## config.mk

```make
export PLATFORM = sky130hd
export DESIGN_NAME = port_clk_gen
export DESIGN_NICKNAME = d
export VERILOG_FILES = /design/src/rtl/pclk_pkg.sv /design/src/rtl/pclk_ctrl.sv /design/src/rtl/pclk_div.sv /design/src/rtl/pclk_sync.sv /design/src/rtl/port_clk_gen.sv
export SDC_FILE = /design/constraint.sdc
export NUM_CORES = 1
export LEC_CHECK = 0
export ABC_CLOCK_PERIOD_IN_PS = 2150
export CORE_UTILIZATION = 45
export CTS_BUF_LIST = sky130_fd_sc_hd__clkbuf_4 sky130_fd_sc_hd__clkbuf_8
export CTS_CLUSTER_DIAMETER = 50
export DETAILED_ROUTE_END_ITERATION = 8
export PLACE_DENSITY = 0.72
export SYNTH_ARGS = -nofsm -noshare
export SYNTH_HDL_FRONTEND = slang
export SYNTH_SLANG_ARGS = --single-unit
```

## constraint.sdc

```tcl
create_clock -name clk_i -period 2.15 [get_ports clk_i]
set_input_delay 0.43 -clock clk_i [delete_from_list [all_inputs] [get_ports clk_i]]
set_output_delay 0.43 -clock clk_i [all_outputs]
set_load 0.02 [all_outputs]
```

## src/rtl/pclk_pkg.sv

```systemverilog
package pclk_pkg;
  typedef enum logic {
    SRC_INT = 1'b0,
    SRC_EXT = 1'b1
  } clk_src_e;
endpackage

```

## src/rtl/pclk_ctrl.sv

```systemverilog
module pclk_ctrl #(
  parameter int DIV_W   = 8,
  parameter int WDATA_W = 16
) (
  input  logic               clk_i,
  input  logic               rst_ni,
  input  logic               div_we_i,
  input  logic [WDATA_W-1:0] div_wdata_i,
  input  logic               start_i,
  input  logic               stop_i,
  input  logic               tc_i,
  output logic               run_o,
  output logic               clr_o,
  output logic [DIV_W-1:0]   div_o
);
  logic [DIV_W-1:0] pend_q, pend_d, div_q;
  logic             run_q;

  // upper write bits are dropped on purpose
  generate
    if (WDATA_W > DIV_W) begin : g_trunc
      logic unused_hi;
      assign unused_hi = ^div_wdata_i[WDATA_W-1:DIV_W];
    end
  endgenerate

  assign pend_d = div_we_i ? div_wdata_i[DIV_W-1:0] : pend_q;

  always_ff @(posedge clk_i or negedge rst_ni) begin
    if (!rst_ni) begin
      pend_q <= '0;
      div_q  <= '0;
      run_q  <= 1'b0;
    end else begin
      pend_q <= pend_d;
      if (stop_i) begin
        run_q <= 1'b0;
      end else if (start_i) begin
        run_q <= 1'b1;
        div_q <= pend_d;
      end else if (!run_q || tc_i) begin
        // idle: follow writes; running: swap only at half-period end
        div_q <= pend_d;
      end
    end
  end

  assign run_o = run_q;
  assign clr_o = start_i | stop_i;
  assign div_o = div_q;

  a_r6_low_bits_kept: assert property (@(posedge clk_i) disable iff (!rst_ni)
    div_we_i |=> pend_q == $past(div_wdata_i[DIV_W-1:0]));

  a_r3_stop_wins: assert property (@(posedge clk_i) disable iff (!rst_ni)
    stop_i |=> !run_q);
endmodule

```

## src/rtl/pclk_div.sv

```systemverilog
module pclk_div #(
  parameter int DIV_W = 8
) (
  input  logic             clk_i,
  input  logic             rst_ni,
  input  logic             run_i,
  input  logic             clr_i,
  input  logic [DIV_W-1:0] div_i,
  output logic             tc_o,
  output logic             phase_o,
  output logic             rise_o
);
  logic [DIV_W-1:0] cnt_q;
  logic             phase_q, phase_d_q;
  logic             bypass, last;

  assign bypass = (div_i == '0);
  assign last   = (cnt_q == div_i - DIV_W'(1));
  assign tc_o   = run_i && (bypass || last);

  always_ff @(posedge clk_i or negedge rst_ni) begin
    if (!rst_ni) begin
      cnt_q     <= '0;
      phase_q   <= 1'b0;
      phase_d_q <= 1'b0;
    end else begin
      phase_d_q <= phase_q;
      if (clr_i) begin
        cnt_q   <= '0;
        phase_q <= 1'b0;
      end else if (run_i && !bypass) begin
        if (last) begin
          cnt_q   <= '0;
          phase_q <= ~phase_q;
        end else begin
          cnt_q <= cnt_q + DIV_W'(1);
        end
      end
    end
  end

  assign phase_o = phase_q;
  assign rise_o  = phase_q & ~phase_d_q;

  a_r4_cnt_in_range: assert property (@(posedge clk_i) disable iff (!rst_ni)
    (run_i && !bypass) |-> cnt_q < div_i);

  a_r4_phase_holds: assert property (@(posedge clk_i) disable iff (!rst_ni)
    (run_i && !clr_i && !bypass && !last) |=> $stable(phase_q));
endmodule

```

## src/rtl/pclk_sync.sv

```systemverilog
module pclk_sync #(
  parameter int STAGES = 2
) (
  input  logic clk_i,
  input  logic rst_ni,
  input  logic async_i,
  output logic level_o,
  output logic rise_o
);
  logic [STAGES:0] q;

  always_ff @(posedge clk_i or negedge rst_ni) begin
    if (!rst_ni) q[0] <= 1'b0;
    else         q[0] <= async_i;
  end

  generate
    for (genvar i = 1; i <= STAGES; i++) begin : g_stage
      always_ff @(posedge clk_i or negedge rst_ni) begin
        if (!rst_ni) q[i] <= 1'b0;
        else         q[i] <= q[i-1];
      end
    end
  endgenerate

  assign level_o = q[STAGES-1];
  assign rise_o  = q[STAGES-1] & ~q[STAGES];

  a_r9_rise_after_low: assert property (@(posedge clk_i) disable iff (!rst_ni)
    rise_o |=> !rise_o);
endmodule

```

## src/rtl/port_clk_gen.sv

```systemverilog
module port_clk_gen
  import pclk_pkg::*;
#(
  parameter int DIV_W       = 8,
  parameter int WDATA_W     = 16,
  parameter int SYNC_STAGES = 2
) (
  input  logic               clk_i,
  input  logic               rst_ni,
  input  logic               ext_clk_i,
  input  logic               src_ext_i,
  input  logic               div_we_i,
  input  logic [WDATA_W-1:0] div_wdata_i,
  input  logic               start_i,
  input  logic               stop_i,
  output logic               clk_o,
  output logic               clk_en_o,
  output logic               running_o
);
  logic             run, clr, tc, phase, div_rise, ext_lvl, ext_rise;
  logic [DIV_W-1:0] div;
  logic             int_lvl, int_en;
  clk_src_e         src;

  pclk_ctrl #(.DIV_W(DIV_W), .WDATA_W(WDATA_W)) u_ctrl (
    .clk_i, .rst_ni, .div_we_i, .div_wdata_i, .start_i, .stop_i,
    .tc_i(tc), .run_o(run), .clr_o(clr), .div_o(div)
  );

  pclk_div #(.DIV_W(DIV_W)) u_div (
    .clk_i, .rst_ni, .run_i(run), .clr_i(clr), .div_i(div),
    .tc_o(tc), .phase_o(phase), .rise_o(div_rise)
  );

  pclk_sync #(.STAGES(SYNC_STAGES)) u_sync (
    .clk_i, .rst_ni, .async_i(ext_clk_i), .level_o(ext_lvl), .rise_o(ext_rise)
  );

  assign src     = clk_src_e'(src_ext_i);
  assign int_lvl = (div == '0) ? 1'b1 : phase;
  assign int_en  = (div == '0) ? 1'b1 : div_rise;

  always_comb begin
    clk_o    = 1'b0;
    clk_en_o = 1'b0;
    if (run) begin
      unique case (src)
        SRC_EXT: begin clk_o = ext_lvl; clk_en_o = ext_rise; end
        default: begin clk_o = int_lvl; clk_en_o = int_en;   end
      endcase
    end
  end

  assign running_o = run;

  a_r3_start_sets_run: assert property (@(posedge clk_i) disable iff (!rst_ni)
    (start_i && !stop_i) |=> running_o);

  a_r8_stop_quiets: assert property (@(posedge clk_i) disable iff (!rst_ni)
    stop_i |=> (!running_o && !clk_o && !clk_en_o));

  a_r2_idle_silent: assert property (@(posedge clk_i) disable iff (!rst_ni)
    !running_o |-> (!clk_o && !clk_en_o));

  a_r7_div_held: assert property (@(posedge clk_i) disable iff (!rst_ni)
    (running_o && !start_i && !stop_i && !tc) |=> $stable(div));
endmodule

```

# Word level (Yosys, flattened, before mapping)
# Index checks and enable logic that the tools add are counted.
# word_totals
regBits	30
latch_bits	0
ram_bits	0
rom_bits	0
input_bits	23
out_inout_bits	3
wordCells	49
n_memories	0
# classes
add_sub_neg	2
mul	0
div_mod_pow	0
n_lt_le_gt_ge	0
eq_ne	1
shift	0
muxes	17
bitwise_logic	7
n_reduce_logical	13
# ops
cell	count
$mux W8	6
$mux W1	11
$add A8 B1 Y8 const B	1
$eq A8 B8 Y1	1
$logic_not A8 Y1	1
$reduce_bool A2 Y1	4
$sub A8 B1 Y8 const B	1
$not A1 Y1	4
$reduce_and A2 Y1	2
$and A1 B1 Y1	2
$logic_and A1 B1 Y1	2
$logic_not A1 Y1	2
$logic_or A1 B1 Y1	2
$or A1 B1 Y1	1

# Depth between registers and ports, before layout
# logic_depth
depth_word	7
ltp_mapped	9

# By module
# A second synthesis with hierarchy kept.
# hier_totals
hier_cells	147
area_unflattened_um2	1740.4
# by_module_without_submodules
module	instances	cells_each	area_each_um2	seq_area_each_um2
pclk_div	1	97	882.1	250.2
pclk_ctrl	1	39	714.4	425.4
pclk_sync	1	4	88.8	75.1
port_clk_gen	1	7	55.1	0.0

# Least setup slack after synthesis
# OpenSTA, ideal clock, no wires.
# synth_timing
kind	reg2reg
start	register u_ctrl.div_q[3] (netlist: u_ctrl.div_o[3])
end	register u_ctrl.div_q[0] (netlist: u_ctrl.div_o[0])
setup_ns	0.125
t_arrival_ns	2.063
required_time_ns	2.025
slack_ns	-0.038
stages_incl_launch_ff	8
n_path_buf	2
synth_period_minus_slack_ns	2.188
cell_sequence	dfrtp_1 > buf_6 > or4_4 > o41ai_4 > nor2_2 > a21o_1 > buf_6 > mux2_4
# synth_via
elab_chain_len	7
# synth_lines
element	line	source
start, declared	pclk_ctrl.sv:16	logic [DIV_W-1:0] pend_q, pend_d, div_q;
start signal, assigned	pclk_ctrl.sv:40	div_q <= pend_d;
start signal, assigned	pclk_ctrl.sv:43	div_q <= pend_d;
$sub A8 B1 Y8	pclk_div.sv:18	assign last = (cnt_q == div_i - DIV_W'(1));
$eq A8 B8 Y1	pclk_div.sv:18	
$logic_or A1 B1 Y1 *	pclk_div.sv:19	assign tc_o = run_i && (bypass || last);
$logic_and A1 B1 Y1 *	pclk_div.sv:19	
$logic_or A1 B1 Y1 *	pclk_ctrl.sv:41	end else if (!run_q || tc_i) begin
$reduce_bool A2 Y1 (no line) *	-	
$reduce_and A2 Y1 (no line) *	-	
# Every way passes the cells marked *; elsewhere a longest branch is shown, timed or not.
# A chain may end at the register's enable or synchronous reset.

# Worst setup path after layout
# layout_timing
start	register u_ctrl.div_q[4] (netlist: u_ctrl.div_o[4])
end	output clk_en_o
# layout_via
elab_chain_len	4
# layout_lines
element	line	source
$logic_not A8 Y1	port_clk_gen.sv:41	assign int_en = (div == '0) ? 1'b1 : div_rise;
$mux W1	port_clk_gen.sv:41	
$mux W1	port_clk_gen.sv:47	unique case (src)
$mux W1	port_clk_gen.sv:46	if (run) begin
end, declared	port_clk_gen.sv:17	output logic clk_en_o,
# Every way passes these cells.

==> flow_metrics.py <==
metrics = {
    "cells_and_area": {
        "diodes": 0,
        "drive_gt1_frac": 0.362,
        "final_nets": 210,
        "areaGrowthSynthToFinish_pct": 35.4,
        "fin_area_mm2": 0.00217,
    },
    "yosys": {
        "synth_nets": 172,
        "synth_area_per_cell_um2": 11.0,
        "synth_cells": 146,
        "ys_ff_latch": 30,
        "ys.flop_type": "dfrtp_1",
        "synth-async-reset-ratio": 1.00,
        "synth_cell_types": 37,
        "netlist_area_mm2": 0.00160,
        "synth_edf_count": 0,
        "yosys_warnings": 0,
        "ys_seq_area_frac": 0.469,
    },
    "die": {
        "core_mm2": 0.00336,
        "start_util": 0.476,
        "design.die.area_mm2": 0.00380,
        "num_rows": 21,
        "io_pins": 26,
        "dieWidth_um": 61.7,
        "die_y_um": 61.7,
    },
    "cts": {
        "clock_path_buffers": 2,
        "cts-buffers-inserted": 5,
        "cts-htree-levels": 2,
        "cts_root_buf": "clkbuf_4",
        "cts.sinks": 30,
        "insertion_delay_ns": 0.34,
        "postCtsHoldBufs": 0,
        "tritoncts": "built",
        "path_clk_slew_ns": 0.10,
    },
    "min_path": {
        "hold_path_class": "register to register",
    },
    "sta": {
        "rsz0062_at_grt": "yes",
        "fin_skew_ns": 0.0126,
        "max_freq_ghz": 0.432,
        "setup_ws_ns": -0.164,
        "fin_crit_ns": 2.31,
        "worst_slew_pin_slew_ns": 0.392,
        "finalMaxSlewViolations": 0,
        "period_share": 1.08,
        "hold_violations": 0,
        "final.setup.tns_ns": -1.27,
        "slew_headroom": 0.739,
        "setup_viol_count_final": 13,
    },
    "setup_path": {
        "crit_type": "register to output port",
        "end_kind": "output port",
        "crit_arrival_ns": 1.88,
        "cp.required_ns": 1.72,
        "start_kind": "register",
        "worstPathMaxFanout": 2,
    },
    "routing": {
        "ant_nets": 0,
        "wl_mm": 3.52,
        "vias_per_cell": 5.35,
        "drt-initial-drc-count": 73,
        "route.vias.total": 1236,
        "avgRoutedWirePerCell_um": 15.2,
        "dr.pass1.iters": 4,
        "drc_errors": 0,
    },
    "power": {
        "irDropWorstVdd_mv": 0.263,
        "powerDensity_mw_per_mm2": 696,
        "leakage_nw": 0.951,
    },
    "placed_design": {
        "place_congestion": 0.933,
        "dpl-instance-area_mm2": 0.00190,
        "io_buffers": 17,
        "detailed_place_hpwl_mm": 2.27,
    },
    "run": {
        "maxCapViolations": 0,
    },
    "global_route": {
        "grt_pass1_vias": 1231,
        "grt_pass1_wl_mm": 5.39,
        "globalRouteOverflowTotal": 0,
        "antenna_found_initial": 0,
        "grt_max_degree": 31,
        "grt_usage": 0.200,
    },
    "outcome": {
        "outcome": "finished, violations left",
        "violations": "setup timing",
    },
}
==> registers in the layout, summed over array words and instances, names as in the netlist <==
register,count
u_div.cnt_q,8
u_div.phase_o,1
u_ctrl.run_o,1
u_sync.q,2
u_ctrl.div_o,8
u_ctrl.pend_q,8
u_sync.level_o,1
u_div.phase_d_q,1
==> worst max-delay path, cell delays in order (launching register included) <==
cell	delay [ns]
dfrtp_1	0.40
or4_4	0.55
nor4_4	0.14
buf_4	0.15
o311a_1	0.18
buf_6	0.12
==> cells in the mapped netlist, types with 2 or more instances <==
cell type	number	area [um^2]
a21o_1	2	15.0
nand3_1	8	40.0
nor2b_1	2	12.5
mux2_2	11	124
nand2b_1	2	12.5
nand2_1	9	33.8
clkbuf_1	3	11.3
o21ai_0	3	15.0
xnor2_1	5	43.8
mux2_4	8	120
a22oi_1	4	30.0
dfrtp_1	30	751
nor2_1	13	48.8
ha_1	3	37.5
nor4_1	3	18.8
o311a_1	2	20.0
a21oi_1	7	35.0
buf_6	2	22.5
xor2_1	4	35.0
inv_1	5	18.8
nor3_1	4	20.0
==> layer usage <==
layer	vias to the layer above	part of all wire	GRT usage
li1	594	-	-
met1	607	0.44	0.231
met2	30	0.50	0.329
met3	5	0.038	0.0609
met4	0	0.016	0.111
met5	-	0	0
==> layout by cell type, fill, tap and decap left out, types with 2 or more instances in the layout <==
cell,n
mux2_4,8
nand2_1,9
nor3_1,3
dfrtp_1,29
a22oi_2,2
nor2b_1,2
clkdlybuf4s50_1,15
xor2_1,3
a22oi_1,2
nor2_2,2
o311a_1,2
mux2_2,11
xnor2_1,4
nor4_2,2
inv_1,5
a21o_1,2
buf_12,2
ha_1,2
nor2_1,12
buf_6,5
nand3_1,8
buf_4,15
a21oi_1,7
clkbuf_4,5
clkinv_2,2
o21ai_0,2
==> final cells by class <==
class / count / area, um^2
timing repair buffer: 38 / 364
tap: 46 / 57.6
clock inverter: 3 / 40.0
inverter: 5 / 18.8
sequential: 30 / 752
multi-input combinational: 104 / 898
fill: 265 / 1190
clock buffer: 5 / 37.5
==> worst paths after layout <==
check / startpoint / to / slack [ns] / cells after the start
setup / recovery: u_ctrl.div_o[4]$_DFFE_PN0P_ / clk_en_o / -0.16 / 5
hold / removal: u_sync.q[0]$_DFF_PN0_ / u_sync.level_o$_DFF_PN0_ / 0.35 / 0
setup reg to reg: u_ctrl.div_o[4]$_DFFE_PN0P_ / u_ctrl.div_o[3]$_DFFE_PN0P_ / -0.10 / 7
hold reg to reg: u_sync.q[0]$_DFF_PN0_ / u_sync.level_o$_DFF_PN0_ / 0.35 / 0
max in group asynchronous: rst_ni / u_ctrl.div_o[2]$_DFFE_PN0P_ / 1.38 / 2
min in group asynchronous: rst_ni / u_div.cnt_q[2]$_DFFE_PN0P_ / 0.47 / 2
==> power by group <==
group,total [mW],internal [mW],leakage [nW],switching (mW)
registers,0.648,0.612,0.373,0.0355
clock network,0.442,0.241,0.0450,0.201
logic,0.419,0.225,0.533,0.194
total,1.51,1.08,0.951,0.431
==> timing repair <==
| item | in CTS | in global routing |
|---|---|---|
| setup buffers | 4 | 4 |
| pin swaps | 3 | 8 |
| gates cloned | 1 | 1 |
| gates resized for setup | 15 | 18 |
| setup endpoints to repair | 14 | 17 |
==> metrics by stage <==
step / instances / hold slack (ns) / utilization / power, mW / worst slack, ns
6_report: 231 / 0.353 / 0.645 / 1.51 / -0.164
3_5_place_dp: 216 / 0.337 / 0.566 / 0.997 / -0.326
5_1_grt: 231 / 0.379 / 0.645 / 1.59 / -0.255
2_1_floorplan: 146 / 0.134 / - / 0.867 / -0.0384
4_1_cts: 229 / 0.357 / 0.606 / 1.46 / -0.157
3_3_place_gp: 216 / 0.332 / 0.566 / 0.981 / -0.326
==> kinds of logic (layout without fill, tap and decap cells) <==
family / count (synthesis) / count (layout) / share of synthesized area
and+or+nand+nor: 50 / 50 / 0.159
DFF: 30 / 30 / 0.469
muxes: 19 / 19 / 0.152
adders and majority gates: 3 / 3 / 0.0234
buffers and inverters: 12 / 51 / 0.0383
AOI/OAI and AO/OA: 23 / 23 / 0.109
xor gates and xnor gates: 9 / 9 / 0.0492
(Power assumes the default switching activity.)
